===== src/rtl/rx_acq_pkg.sv =====
package rx_acq_pkg;
  typedef enum logic [1:0] {
    ST_RETRY = 2'd0,
    ST_FREQ  = 2'd1,
    ST_ADAPT = 2'd2,
    ST_TRACK = 2'd3
  } acq_state_e;

  function automatic int unsigned max_u(input int unsigned a, input int unsigned b);
    return (a > b) ? a : b;
  endfunction
endpackage


===== src/rtl/rx_acq_sync.sv =====
module rx_acq_sync #(
  parameter int unsigned WIDTH  = 2,
  parameter int unsigned STAGES = 2
) (
  input  logic             clk,
  input  logic             rst_n,
  input  logic [WIDTH-1:0] async_i,
  output logic [WIDTH-1:0] sync_o
);
  for (genvar b = 0; b < WIDTH; b++) begin : g_bit
    logic [STAGES-1:0] chain_q;
    always_ff @(posedge clk or negedge rst_n) begin
      if (!rst_n) chain_q <= '0;
      else        chain_q <= {chain_q[STAGES-2:0], async_i[b]};
    end
    assign sync_o[b] = chain_q[STAGES-1];
  end
endmodule


===== src/rtl/rx_acq_timer.sv =====
module rx_acq_timer #(
  parameter int unsigned CNT_W = 8
) (
  input  logic             clk,
  input  logic             rst_n,
  input  logic             run_i,
  input  logic             clear_i,
  input  logic [CNT_W-1:0] last_i,
  output logic             expired_o
);
  logic [CNT_W-1:0] cnt_q;

  always_ff @(posedge clk or negedge rst_n) begin
    if (!rst_n)                 cnt_q <= '0;
    else if (clear_i || !run_i) cnt_q <= '0;
    else                        cnt_q <= cnt_q + 1'b1;
  end

  assign expired_o = run_i && (cnt_q == last_i);
endmodule


===== src/rtl/rx_acq_fsm.sv =====
module rx_acq_fsm
  import rx_acq_pkg::*;
(
  input  logic       clk,
  input  logic       rst_n,
  input  logic       lock_i,
  input  logic       done_i,
  input  logic       expired_i,
  output acq_state_e state_o,
  output logic       leaving_o,
  output logic       freq_loop_en_o,
  output logic       phase_loop_en_o,
  output logic       eq_force_max_o,
  output logic       eq_start_o
);
  acq_state_e state_q, state_d;
  logic       start_q;

  always_comb begin
    state_d = state_q;
    case (state_q)
      ST_FREQ: begin
        if (lock_i)         state_d = ST_ADAPT;
        else if (expired_i) state_d = ST_RETRY;
      end
      ST_ADAPT: begin
        if (done_i)         state_d = ST_TRACK;
        else if (expired_i) state_d = ST_RETRY;
      end
      ST_RETRY: state_d = ST_FREQ;
      default:  state_d = ST_TRACK;
    endcase
  end

  always_ff @(posedge clk or negedge rst_n) begin
    if (!rst_n) begin
      state_q <= ST_FREQ;
      start_q <= 1'b0;
    end else begin
      state_q <= state_d;
      start_q <= (state_q == ST_FREQ) && (state_d == ST_ADAPT);
    end
  end

  always_comb begin
    freq_loop_en_o  = 1'b0;
    phase_loop_en_o = 1'b0;
    eq_force_max_o  = 1'b0;
    case (state_q)
      ST_FREQ:  begin freq_loop_en_o = 1'b1; eq_force_max_o = 1'b1; end
      ST_RETRY: eq_force_max_o = 1'b1;
      default:  phase_loop_en_o = 1'b1;
    endcase
  end

  assign state_o    = state_q;
  assign leaving_o  = (state_d != state_q);
  assign eq_start_o = start_q;
endmodule


===== src/rtl/rx_acq_seq.sv =====
module rx_acq_seq
  import rx_acq_pkg::*;
#(
  parameter int unsigned FREQ_TIMEOUT = 4096,
  parameter int unsigned EQ_TIMEOUT   = 2048,
  parameter int unsigned SYNC_STAGES  = 2
) (
  input  logic       clk,
  input  logic       rst_n,
  input  logic       freq_lock_i,
  input  logic       eq_done_i,
  output logic       freq_loop_en_o,
  output logic       phase_loop_en_o,
  output logic       eq_force_max_o,
  output logic       eq_start_o,
  output logic [1:0] phase_code_o
);
  localparam int unsigned MAX_T = max_u(FREQ_TIMEOUT, EQ_TIMEOUT);
  localparam int unsigned CNT_W = $clog2(MAX_T + 1);
  localparam logic [CNT_W-1:0] FREQ_LAST = CNT_W'(FREQ_TIMEOUT - 1);
  localparam logic [CNT_W-1:0] EQ_LAST   = CNT_W'(EQ_TIMEOUT - 1);

  logic [1:0]       flags_s;
  acq_state_e       state;
  logic             leaving, expired;
  logic [CNT_W-1:0] last;

  rx_acq_sync #(.WIDTH(2), .STAGES(SYNC_STAGES)) u_sync (
    .clk(clk), .rst_n(rst_n),
    .async_i({eq_done_i, freq_lock_i}),
    .sync_o(flags_s)
  );

  assign last = (state == ST_FREQ) ? FREQ_LAST : EQ_LAST;

  rx_acq_timer #(.CNT_W(CNT_W)) u_timer (
    .clk(clk), .rst_n(rst_n),
    .run_i((state == ST_FREQ) || (state == ST_ADAPT)),
    .clear_i(leaving),
    .last_i(last),
    .expired_o(expired)
  );

  rx_acq_fsm u_fsm (
    .clk(clk), .rst_n(rst_n),
    .lock_i(flags_s[0]),
    .done_i(flags_s[1]),
    .expired_i(expired),
    .state_o(state),
    .leaving_o(leaving),
    .freq_loop_en_o(freq_loop_en_o),
    .phase_loop_en_o(phase_loop_en_o),
    .eq_force_max_o(eq_force_max_o),
    .eq_start_o(eq_start_o)
  );

  assign phase_code_o = state;
endmodule


===== config.mk =====
export PLATFORM = sky130hd
export DESIGN_NAME = rx_acq_seq
export DESIGN_NICKNAME = d
export VERILOG_FILES = /design/src/rtl/rx_acq_pkg.sv /design/src/rtl/rx_acq_sync.sv /design/src/rtl/rx_acq_timer.sv /design/src/rtl/rx_acq_fsm.sv /design/src/rtl/rx_acq_seq.sv
export SDC_FILE = /design/constraint.sdc
export NUM_CORES = 1
export LEC_CHECK = 0
export ABC_AREA = 1
export BUFFER_PORTS_ARGS = -buffer_cell sky130_fd_sc_hd__clkbuf_2
export CAP_MARGIN = 20
export CORE_MARGIN = 4
export CORE_UTILIZATION = 58
export DETAILED_ROUTE_END_ITERATION = 10
export PLACE_DENSITY_LB_ADDON = 0.12
export SETUP_SLACK_MARGIN = 0.5
export SLEW_MARGIN = 20
export SYNTH_ARGS = -nofsm -noshare
export SYNTH_HDL_FRONTEND = slang
export SYNTH_HIERARCHICAL = 1
export SYNTH_SLANG_ARGS = --single-unit

===== constraint.sdc =====
create_clock -name clk -period 2.55 [get_ports clk]
set_input_delay 0.255 -clock clk [delete_from_list [all_inputs] [get_ports clk]]
set_output_delay 0.255 -clock clk [all_outputs]
set_load 0.02 [all_outputs]

[After elaboration in Yosys (flattened, before gate mapping)]
Index checks and enable logic that the tools add are counted.
Word-level totals
  bits in registers: 20
  bits of input ports: 4
  output and inout port bits: 6
  word-level logic and storage cells: 27
Cells by class
  add/sub/neg operators: 1
  eq/ne operators: 5
  muxes and demuxes: 9
  reduce and logical (&&, ||, !) cells: 7
Operators with widths (number)
  $add A13 B1 Y13 const B: 1
  $eq A13 B12 Y1: 1
  $mux W13: 1
  $mux W12: 1
  $mux W2: 3
  $pmux W2 S3: 1
  $eq A2 B2 Y1 const B: 2
  $mux W1: 3
  $eq A2 B1 Y1 const B: 1
  $logic_and A1 B1 Y1: 2
  $logic_not A2 Y1: 1
  $logic_or A1 B1 Y1: 2
  $ne A2 B2 Y1: 1
  $reduce_or A2 Y1: 1
  $logic_not A1 Y1: 1

[Longest topological paths before layout]
Gate-level depths: netlist of run 1.
  word-level depth: 10
  depth in mapped cells: 17
  depth with buffers taken out: 16

[Modules after synthesis]
The synthesis of run 1 kept the hierarchy.
Modules (own cells, without submodules)
  rx_acq_timer: instances 1, cells each 151, area an instance 933.4 um2, sequential area each 325.3 um2
  rx_acq_fsm: instances 1, cells each 23, area an instance 165.2 um2, sequential area each 76.3 um2
  rx_acq_sync: instances 1, cells each 6, area an instance 115.1 um2, sequential area each 100.1 um2
  rx_acq_seq: instances 1, cells each 5, area an instance 27.5 um2, sequential area each 0.0 um2

[Worst setup path after synthesis of run 1]
OpenSTA, ideal clock, no wires.
  kind: reg-to-reg
  start: register u_fsm.state_q[0] (netlist: u_fsm/state_o[0])
  end: register u_timer.cnt_q[6]
  setup time: 0.120 ns
  arrival: 1.899 ns
  data required time: 2.430 ns
  setup slack: 0.531 ns
  cell stages (with the launch flop): 17
  path buffers: 1
  clock period less this slack: 2.019 ns
  cells stage by stage: dfstp_2 ha_1 inv_1 inv_1 nor2_1 nand2_1 nor2_1 nand2_1 nor2_1 inv_1 nor2_1 nand2_1 nand3_1 nor2_1 buf_2 o211ai_1 inv_1
On the way
  word-level cells in the longest chain between the ends: 10
  elaborated cells between the ends (all ways): 15
  those cells by class: eq/ne (4); mux (6); reduce/logical (5)
Ends and longest elaborated chain
  start: declaration: line rx_acq_fsm.sv:16  | acq_state_e state_q, state_d;
  start signal: assignment: line rx_acq_fsm.sv:40  | state_q <= state_d;
  $eq A2 B1 Y1: line rx_acq_seq.sv:34, rx_acq_seq.sv:38
  $mux W12: line rx_acq_seq.sv:34  | assign last = (state == ST_FREQ) ? FREQ_LAST : EQ_LAST;
  $eq A13 B12 Y1: line rx_acq_timer.sv:19  | assign expired_o = run_i && (cnt_q == last_i);
  $logic_and A1 B1 Y1 *: line rx_acq_timer.sv:19
  net expired: line rx_acq_seq.sv:25  | logic leaving, expired;
  $mux W2 *: line rx_acq_fsm.sv:24, rx_acq_fsm.sv:28
  $mux W2, on equally long branches: line rx_acq_fsm.sv:27, rx_acq_fsm.sv:23
  $pmux W2 S3 *: line rx_acq_fsm.sv:21  | case (state_q)
  $ne A2 B2 Y1 *: line rx_acq_fsm.sv:57  | assign leaving_o = (state_d != state_q);
  net leaving: line rx_acq_seq.sv:25
  $logic_or A1 B1 Y1 *: line rx_acq_timer.sv:15  | else if (clear_i || !run_i) cnt_q <= '0;
  $mux W13 *: line rx_acq_timer.sv:15
  end signal: assignment: line rx_acq_timer.sv:16  | else cnt_q <= cnt_q + 1'b1;
  end: declaration: line rx_acq_timer.sv:11  | logic [CNT_W-1:0] cnt_q;
The timed path passes the listed nets; every way through them passes the cells marked *.

[Final worst setup path of run 1]
  start: register u_fsm.state_q[0] (netlist: u_fsm/state_o[0])
  end: register u_timer.cnt_q[5]
The elaborated chain is that of the path after synthesis.

==> results.sh, run 1 <==
export IMPL_hold_viol=0
export IMPL_io_pins=10
export IMPL_rows=16
export IMPL_ant_nets=0
export IMPL_clkLatencyLatePin_ns=0.30
export IMPL_fillers=173
export IMPL_fmax_mhz=494
export IMPL_whs_ns=0.0465
export IMPL_yosys_area_top_type="dfrtp_1"
export IMPL_syn2layout_area_growth_pct=19.9
export IMPL_worstSetupStartpointType="flip-flop"
export IMPL_nets=225
export IMPL_outcome="complete, no violations"
export IMPL_grt_pass1_wl_um=4350
export IMPL_hpwl_um=1880
export IMPL_drive_above_1_share_pct=17.4
export IMPL_fin_crit_ns=2.03
export IMPL_track_usage_pct=20.7
export IMPL_cp_arrival_ns=2.23
export IMPL_dieArea_mm2=0.00294
export IMPL_path_class="flip-flop to flip-flop"
export IMPL_globalplace_congestion=0.838
export IMPL_ys_ff_latch=20
export IMPL_hold_path_class="input port to flip-flop"
export IMPL_cp_max_fo=6
export IMPL_core_mm2=0.00200
export IMPL_rsz0062_at_grt="false"
export IMPL_cts_tree="yes"
export IMPL_start_util_pct=62.0
export IMPL_postLayoutCoreUtil_pct=74.3
export IMPL_wl_per_cell_um=11.0
export IMPL_drc=0
export IMPL_avgSynthCellArea_um2=6.71
export IMPL_wl_um=2690
export IMPL_powerDensity_mw_per_mm2=361
export IMPL_clockBufferDepth=2
export IMPL_synthTopCellsByCount="nand2_1 (52), inv_1 (41), nor2_1 (25), dfrtp_1 (19), o21ai_0 (8)"
export IMPL_first_iter_violations=42
export IMPL_setup_tns_ns=0
export IMPL_synth_top_area_share_pct=38.3
export IMPL_setup_viol=0
export IMPL_yosysMostFrequentCell="nand2_1"
export IMPL_pwr_share_clk_pct=34.8
export IMPL_yosys_warnings=6
export IMPL_place_inst=234
export IMPL_grt_overflow=0
export IMPL_antenna_found_initial=0
export IMPL_htreeDepth=1
export IMPL_async_flop_share_pct=100
export IMPL_p_comb_share_pct=5.2
export IMPL_num_vias=1155
export IMPL_grt_pass1_vias=1064
export IMPL_clock_root_buffer="clkbuf_4"
export IMPL_peakVddDrop_v=0.000374
export IMPL_synth_area_leaders="dfrtp_1 (38%), nand2_1 (16%), inv_1 (12%)"
export IMPL_cap_violations=0
export IMPL_yosys_cell_types_count=26
export IMPL_layout_cells_non_filler=245
export IMPL_switching_share_pct=22.5
export IMPL_port_buffers=9
export IMPL_syn_area_mm2=0.00124
export IMPL_p_int_mw=0.416
export IMPL_final_cell_area_mm2=0.00149
export IMPL_placed_area_mm2=0.00136
export IMPL_grt_max_degree=21
export IMPL_power_frac_seq_pct=60.0
export IMPL_p_sw_mw=0.121
export IMPL_via_per_inst=4.71
export IMPL_synth_edff_count=0
export IMPL_post_route_period_util_pct=79.5
export IMPL_cts_sinks=20
export IMPL_end_kind="flip-flop"
export IMPL_ys_flop_type="dfrtp_1"
export IMPL_die_w_um=54.3
export IMPL_cts_buffers=3
export IMPL_worstPathRequired_ns=2.75
export IMPL_slew_violations=0
export IMPL_synth_cells=185
export IMPL_die_y_um=54.3
export IMPL_antenna_cells=0
export IMPL_drtPass1Iterations=5
export IMPL_total_leakage_power_nw=0.878
export IMPL_clkSlewWorstSetupHoldPaths_ns=0.11
export IMPL_ys_seq_area_share_pct=40.4
export IMPL_clock_skew_ns=0.000999
-- final timing paths --
path                                              end  slack (ns)                        from  cells past startpoint
max in group asynchronous            u_fsm/state_o[0]        1.76                       rst_n                      2
max reg2reg                          u_timer/cnt_q[5]        0.52            u_fsm/state_o[0]                     15
min reg2reg                u_sync/g_bit[0].chain_q[1]        0.36  u_sync/g_bit[0].chain_q[0]                      0
max                                  u_timer/cnt_q[5]        0.52            u_fsm/state_o[0]                     15
min in group asynchronous            u_timer/cnt_q[2]        0.43                       rst_n                      2
min                        u_sync/g_bit[0].chain_q[0]        0.05                 freq_lock_i                      1
-- worst max-delay path: stages, from the launching register on --
cell     delay [ns]
dfstp_2        0.56
ha_1           0.22
inv_1          0.07
inv_2          0.05
nor2_2         0.08
nand2_1        0.06
nor2_1         0.11
nand2_1        0.07
nor2_1         0.11
inv_1          0.07
nor2_2         0.14
nand2_2        0.08
nand3_4        0.09
nor2_4         0.06
o21ai_2        0.06
a21oi_1        0.08
-- power groups by stage --
| stage | registers (mW) | clock network, mW | logic [mW] |
|---|---|---|---|
| floorplan | 0.327 | 0 | 0.0183 |
| global placement | 0.328 | 0 | 0.0249 |
| detailed placement | 0.328 | 0 | 0.0257 |
| CTS | 0.322 | 0.192 | 0.0270 |
| global route | 0.323 | 0.202 | 0.0345 |
| finish | 0.322 | 0.187 | 0.0282 |
-- flip-flops by register name (all words and copies together), names as in the netlist --
| signal | count |
|---|---|
| u_fsm/state_o | 2 |
| u_fsm/eq_start_o | 1 |
| u_timer/cnt_q | 13 |
| u_sync/g_bit.chain_q | 4 |
-- cells in the final DEF (no fill, tap or decap), types with 2 or more instances in the layout --
cell type | Yosys | layout
nand2_1 | 52 | 51
ha_1 | 2 | 2
nand2_2 | 1 | 2
clkbuf_4 | 0 | 3
xor2_1 | 2 | 2
o21ai_0 | 8 | 6
conb_1 | 2 | 19
nor3_1 | 3 | 3
nand3_2 | 2 | 2
clkbuf_2 | 0 | 9
dfrtp_1 | 19 | 18
o21ai_1 | 1 | 2
a21oi_1 | 4 | 4
buf_4 | 2 | 5
nor2_1 | 25 | 22
nor2_2 | 2 | 4
inv_2 | 3 | 4
nor2_4 | 1 | 3
nand3_1 | 7 | 6
inv_1 | 41 | 40
-- stage by stage --
step | total power [mW] | setup WS [ns]
2_1_floorplan | 0.345 | 0.531
3_3_place_gp | 0.353 | 0.282
3_5_place_dp | 0.354 | 0.173
4_1_cts | 0.541 | 0.513
5_1_grt | 0.559 | 0.399
6_report | 0.537 | 0.524
-- area by class of cell --
class                   count  area [µm²]  share of cell area, %
inverters                  44         165                   11.1
multi-input cells         135         657                   44.2
flip-flops and latches     20         503                   33.8
well taps                  27        33.8                   2.27
repair buffers             15        92.6                   6.22
clock buffers               4        36.3                   2.44
-- metal layers --
layer / global-route usage, % / vias to the layer above / wire length, µm
met5: 0 / - / 0
met4: 8.71 / 0 / 62
met3: 3.54 / 7 / 133
met2: 35.1 / 34 / 1330
met1: 25.7 / 525 / 1160
li1: - / 589 / -
-- cell families (layout without fill, tap and decap cells) --
kind of cell | after synthesis | after routing | synth area share [%]
fa+ha+maj | 2 | 2 | 2.02
other cells | 2 | 19 | 0.605
xor+xnor | 3 | 3 | 2.12
simple gates | 95 | 96 | 33.2
flops | 20 | 20 | 40.4
compound gates | 15 | 15 | 6.45
buf+inv | 48 | 63 | 15.2
-- repair_timing --
item	CTS	global route
hold endpoints to repair	19	0
pin swaps	1	2
setup buffers	1	4
setup endpoints to repair	13	13
gates cloned	1	0
resized for setup	5	8
hold buffers	1	0
Power figures use the tool's default switching activity.
==> run 2, diff against run 1 <==
==> constraint.sdc (replaced) <==
create_clock -name clk -period 1.9 [get_ports clk]
set_input_delay 0.19 -clock clk [delete_from_list [all_inputs] [get_ports clk]]
set_output_delay 0.19 -clock clk [all_outputs]
set_load 0.02 [all_outputs]
==> results.sh, run 2 (synthesis gave the netlist of run 1 again) <==
export IMPL_violations="negative setup slack"
export IMPL_die_y_um=54.3
export IMPL_nets=239
export IMPL_clock_skew_ns=0.00964
export IMPL_end_kind="flip-flop"
export IMPL_wl_per_cell_um=11.8
export IMPL_cts_buffers=3
export IMPL_whs_ns=0.361
export IMPL_grt_pass1_vias=1116
export IMPL_cts_tree="yes"
export IMPL_worstSetupStartpointType="flip-flop"
export IMPL_fmax_mhz=507
export IMPL_hp_start="u_sync/g_bit[0].chain_q[0]"
export IMPL_die_w_um=54.3
export IMPL_setup_viol=13
export IMPL_drc=0
export IMPL_rows=16
export IMPL_tightestPinTransition_ns=0.525
export IMPL_largest_reg_flops=13
export IMPL_via_per_inst=4.71
export IMPL_first_iter_violations=40
export IMPL_globalplace_congestion=0.888
export IMPL_grt_pass1_wl_um=4820
export IMPL_path_class="flip-flop to flip-flop"
export IMPL_slew_violations=0
export IMPL_clkLatencyLatePin_ns=0.31
export IMPL_core_mm2=0.00200
export IMPL_worstHoldEndpoint="u_sync/g_bit[0].chain_q[1]"
export IMPL_grt_overflow=0
export IMPL_dieArea_mm2=0.00294
export IMPL_drive_above_1_share_pct=24.6
export IMPL_port_buffers=9
export IMPL_total_leakage_power_nw=0.958
export IMPL_hpwl_um=2010
export IMPL_worstPathRequired_ns=2.10
export IMPL_cap_violations=0
export IMPL_io_pins=10
export IMPL_htreeDepth=1
export IMPL_ant_nets=0
export IMPL_antenna_cells=0
export IMPL_syn2layout_area_growth_pct=33.1
export IMPL_track_usage_pct=23.7
export IMPL_final_common_cell="nand2_1"
export IMPL_start_util_pct=62.0
export IMPL_rrSetupSlack_ns=-0.07
export IMPL_hold_path_class="flip-flop to flip-flop"
export IMPL_cp_arrival_ns=2.17
export IMPL_fin_crit_ns=1.97
export IMPL_final_cell_mix="nand2_1 (49), inv_1 (38), nor2_1 (23), conb_1 (19), dfrtp_1 (18)"
export IMPL_rr_endpoint="u_timer/cnt_q[6]"
export IMPL_rr_startpoint="u_fsm/state_o[0]"
export IMPL_clkSlewWorstSetupHoldPaths_ns=0.12
export IMPL_holdPathStages=0
export IMPL_rsz0062_at_grt="true"
export IMPL_slew_headroom_pct=65.0
export IMPL_antenna_found_initial=0
export IMPL_num_vias=1220
export IMPL_fin_ws_ns=-0.0712
export IMPL_dp_slack_ns=-0.0743
export IMPL_hold_viol=0
export IMPL_cts_sinks=20
export IMPL_postLayoutCoreUtil_pct=82.5
export IMPL_r2r_cells=16
export IMPL_post_route_period_util_pct=104
export IMPL_drtPass1Iterations=5
export IMPL_grt_max_degree=21
export IMPL_outcome="finished, violations left"
export IMPL_wl_um=3060
export IMPL_peakVddDrop_v=0.000480
export IMPL_fillers=125
export IMPL_regMostFlops="u_timer/cnt_q"
export IMPL_cp_max_fo=5
export IMPL_powerDensity_mw_per_mm2=438
export IMPL_clockBufferDepth=2
export IMPL_clock_root_buffer="clkbuf_4"
==> run 2: cell count changes in the layout (fill, tap and decap cells not counted), sizes merged <==
cell         change
clkbuf           -3
dlygate4sd3      +2
buf             +16
nor2             -1
==> run 2: timing repair <==
| item | 4_1_cts | 5_1_grt |
|---|---|---|
| setup buffers | 5 | 3 |
| hold buffers | 3 | 0 |
| gates resized for setup | 14 | 13 |
| pin swaps | 5 | 2 |
| setup endpoints to repair | 16 | 18 |
| endpoints found under the hold margin | 21 | 0 |
==> run 2: worst max-delay path by stage <==
stage | startpoint | endpoint | slack [ns] | cells after the start
2_1_floorplan | u_fsm/state_o[0] | u_timer/cnt_q[6] | -0.07 | 16
3_3_place_gp | u_fsm/state_o[0] | u_timer/cnt_q[5] | 0.0001 | 16
3_5_place_dp | u_fsm/state_o[0] | u_timer/cnt_q[6] | -0.07 | 16
4_1_cts | u_fsm/state_o[0] | u_timer/cnt_q[6] | -0.02 | 16
5_1_grt | u_fsm/state_o[0] | u_timer/cnt_q[6] | -0.23 | 16
6_report | u_fsm/state_o[0] | u_timer/cnt_q[6] | -0.07 | 16
==> run 2: layer usage <==
| metal | GRT usage, % | share of wire, % |
|---|---|---|
| met1 | 25.7 | 40 |
| met2 | 45.4 | 54 |
| met3 | 3.27 | 4.4 |
| met4 | 9.13 | 1.7 |
| met5 | 0 | 0 |
==> run 2: final cells by class <==
cell class | count | area [µm²] | share of cell area [%]
multi-input cells | 134 | 669 | 40.5
well taps | 27 | 33.8 | 2.05
flip-flops and latches | 20 | 503 | 30.5
clock buffers | 4 | 36.3 | 2.20
inverters | 44 | 165 | 10.0
repair buffers | 30 | 244 | 14.8
==> run 2: worst max-delay path, stage by stage, from the launching register on <==
cell and delay [ns]:
dfstp_2 0.57, ha_4 0.20, inv_2 0.05, inv_2 0.04
nor2_1 0.07, nand2_1 0.05, nor2_1 0.08, nand2_1 0.06
nor2_1 0.10, inv_1 0.06, nor2_2 0.11, nand2_1 0.08
nand3_2 0.08, nor2_4 0.05, buf_6 0.12, o211ai_1 0.08
inv_1 0.05
==> run 2: through the flow <==
step	power, mW	cell area, µm²	cells	setup TNS (ns)
2_1_floorplan	0.463	1320	202	-0.408
3_3_place_gp	0.474	1450	244	0
3_5_place_dp	0.475	1450	244	-0.475
4_1_cts	0.734	1600	256	-0.0231
5_1_grt	0.762	1650	259	-2.32
6_report	0.724	1650	259	-0.573
==> run 2: where the power goes <==
group          internal (mW)  leakage (nW)  switching, mW
clock network          0.117        0.0210          0.134
logic                 0.0146         0.675         0.0265
registers              0.430         0.261        0.00230
total                  0.561         0.958          0.162
==> run 3, diff against run 2 <==
--- a/config.mk
+++ b/config.mk
@@ -9,12 +9,11 @@
 export BUFFER_PORTS_ARGS = -buffer_cell sky130_fd_sc_hd__clkbuf_2
 export CAP_MARGIN = 20
 export CORE_MARGIN = 4
-export CORE_UTILIZATION = 58
+export CORE_UTILIZATION = 57
 export DETAILED_ROUTE_END_ITERATION = 10
 export PLACE_DENSITY_LB_ADDON = 0.12
 export SETUP_SLACK_MARGIN = 0.5
 export SLEW_MARGIN = 20
 export SYNTH_ARGS = -nofsm -noshare
 export SYNTH_HDL_FRONTEND = slang
-export SYNTH_HIERARCHICAL = 1
 export SYNTH_SLANG_ARGS = --single-unit
==> results.sh, run 3 <==
export IMPL_outcome="finished, violations left"
export IMPL_violations="negative setup slack"
export IMPL_drc=0
export IMPL_yosys_warnings=0
export IMPL_clockBufferDepth=2
export IMPL_cts_sinks=20
export IMPL_setup_viol=15
export IMPL_globalplace_congestion=0.787
export IMPL_first_iter_violations=26
export IMPL_switching_share_pct=47.4
export IMPL_avgSynthCellArea_um2=9.52
export IMPL_cts_tree="yes"
export IMPL_grt_pass1_vias=1006
export IMPL_whs_ns=0.356
export IMPL_die_w_um=52.2
export IMPL_ant_nets=0
export IMPL_total_leakage_power_nw=0.713
export IMPL_pwr_share_clk_pct=7.7
export IMPL_num_vias=956
export IMPL_nets=168
export IMPL_via_per_inst=5.22
export IMPL_clkLatencyLatePin_ns=0.29
export IMPL_p_int_mw=1.39
export IMPL_synth_area_leaders="dfrtp_1 (43%), nor2_4 (10%), nand2_1 (6.4%)"
export IMPL_synthTopCellsByCount="dfrtp_1 (19), nand2_1 (19), inv_1 (15), nor2_1 (12), nor2_4 (10)"
export IMPL_cap_violations=0
export IMPL_critPathLaunch="u_fsm.state_o[0]"
export IMPL_path_class="flip-flop to flip-flop"
export IMPL_p_comb_share_pct=73.0
export IMPL_end_kind="flip-flop"
export IMPL_port_buffers=9
export IMPL_slew_headroom_pct=65.6
export IMPL_rows=15
export IMPL_io_pins=10
export IMPL_ys_ff_latch=20
export IMPL_grt_overflow=0
export IMPL_dieArea_mm2=0.00272
export IMPL_worstPathRequired_ns=2.14
export IMPL_async_flop_share_pct=100
export IMPL_worstSetupStartpointType="flip-flop"
export IMPL_final_cell_mix="buf_4 (21), dfrtp_1 (18), inv_1 (13), nor2_4 (13), nand2_2 (12)"
export IMPL_grt_max_degree=21
export IMPL_ys_flop_type="dfrtp_1"
export IMPL_cts_buffers=3
export IMPL_hold_viol=0
export IMPL_power_frac_seq_pct=19.3
export IMPL_htreeDepth=1
export IMPL_synth_cells=117
export IMPL_fin_ws_ns=-0.182
export IMPL_synth_top_area_share_pct=42.7
export IMPL_wl_per_cell_um=16.7
export IMPL_yosys_area_top_type="dfrtp_1"
export IMPL_hp_start="u_sync.g_bit[1].chain_q[0]"
export IMPL_rr_startpoint="u_fsm.state_o[0]"
export IMPL_final_common_cell="buf_4"
export IMPL_p_sw_mw=1.25
export IMPL_regMostFlops="u_timer.cnt_q"
export IMPL_track_usage_pct=23.8
export IMPL_clock_root_buffer="clkbuf_4"
export IMPL_grt_pass1_wl_um=4640
export IMPL_hpwl_um=1510
export IMPL_die_y_um=52.2
export IMPL_antenna_cells=0
export IMPL_wl_um=3060
export IMPL_antenna_found_initial=0
export IMPL_drive_above_1_share_pct=52.5
export IMPL_core_mm2=0.00178
export IMPL_clock_skew_ns=0.0156
export IMPL_yosys_cell_types_count=21
export IMPL_ys_seq_area_share_pct=45.1
export IMPL_fmax_mhz=480
export IMPL_powerDensity_mw_per_mm2=1650
export IMPL_fin_crit_ns=2.08
export IMPL_largest_reg_flops=13
export IMPL_syn_area_mm2=0.00111
export IMPL_synth_edff_count=0
export IMPL_hold_path_class="flip-flop to flip-flop"
export IMPL_clkSlewWorstSetupHoldPaths_ns=0.12
export IMPL_cp_max_fo=6
export IMPL_cp_arrival_ns=2.32
export IMPL_tightestPinTransition_ns=0.516
export IMPL_slew_violations=0
export IMPL_start_util_pct=62.5
export IMPL_syn2layout_area_growth_pct=43.6
export IMPL_rsz0062_at_grt="true"
export IMPL_dp_slack_ns=-0.235
export IMPL_syn_nets=126
export IMPL_post_route_period_util_pct=110
export IMPL_drtPass1Iterations=4
export IMPL_peakVddDrop_v=0.00133
==> run 3: changes by cell type in the layout (fill, tap and decap cells not counted), moves of 5 or more <==
cell / delta
conb_1: -19
nor2_1: -16
nand2_2: +8
buf_4: +7
inv_1: -25
nand2_1: -39
nor2_4: +10
xor2_1: +5
o21ai_0: -5
==> run 3: critical path: stages, from the launching register on <==
cell and delay, ns:
dfstp_2 0.57, inv_2 0.06, ha_4 0.26, nand3b_1 0.11, nor2_2 0.13, nand2_2 0.08
nand3_1 0.07, nand2_1 0.06, inv_2 0.10, a21oi_4 0.07, nor2_4 0.24, nand2_8 0.14
nor2_4 0.13
==> run 3: power by group through the flow <==
| stage | Clock (mW) | Sequential, mW | Combinational, mW |
|---|---|---|---|
| 6_report | 0.203 | 0.511 | 1.93 |
| 5_1_grt | 0.230 | 0.512 | 2.01 |
| 4_1_cts | 0.208 | 0.506 | 1.64 |
| 3_5_place_dp | 0 | 0.527 | 1.08 |
| 3_3_place_gp | 0 | 0.521 | 1.06 |
| 2_1_floorplan | 0 | 0.579 | 0.772 |
==> run 3: layout make-up <==
type	count	area [µm²]
clock buffer	4	26.3
tap	25	31.3
inverter	17	68.8
timing repair buffer	37	307
multi-input combinational	80	663
sequential	20	503
fill	69	184
==> run 3: cells by family after synthesis <==
kind of cell | after synthesis | synth area share (%)
and+or+nand+nor | 62 | 33.0
xor gates and xnor gates | 10 | 7.87
AOI/OAI and AO/OA | 2 | 0.898
adders and majority gates | 5 | 5.62
buffers and inverters | 18 | 7.53
DFF | 20 | 45.1
==> run 3: layer usage <==
metal	track usage, %	wire length [µm]	part of all wire [%]
met4	11.1	125	4.1
met2	42.9	1640	54
met5	0	0	0
met1	26.7	1190	39
met3	4.56	104	3.4
==> run 3: path summary, 6_finish.rpt <==
path / cells after the start / slack [ns] / end
min reg2reg: 0 / 0.36 / u_sync.g_bit[1].chain_q[1]
min in group asynchronous: 2 / 0.39 / u_timer.cnt_q[8]
max in group asynchronous: 2 / 1.13 / u_fsm.state_o[1]
max reg2reg: 12 / -0.18 / u_timer.cnt_q[7]
min: 0 / 0.36 / u_sync.g_bit[1].chain_q[1]
max: 12 / -0.18 / u_timer.cnt_q[7]
==> run 3: timing repair <==
item,CTS,global route
hold buffers,3,0
setup endpoints to repair,20,20
endpoints found under the hold margin,21,0
buffers inserted,7,5
pin swaps,15,14
resized for setup,30,7
cloned,1,0
==> run 3: stage by stage <==
stage | TNS [ns] | cell area, µm² | total power, mW | instances | utilization (%)
detailed placement | -2.28 | 1300 | 1.61 | 163 | 73.0
CTS | -0.981 | 1530 | 2.36 | 178 | 86.0
global placement | -1.26 | 1300 | 1.58 | 163 | 73.0
global route | -3.19 | 1600 | 2.75 | 183 | 89.7
finish | -2.27 | 1600 | 2.64 | 183 | 89.7
floorplan | -1.03 | 1150 | 1.35 | 117 | -
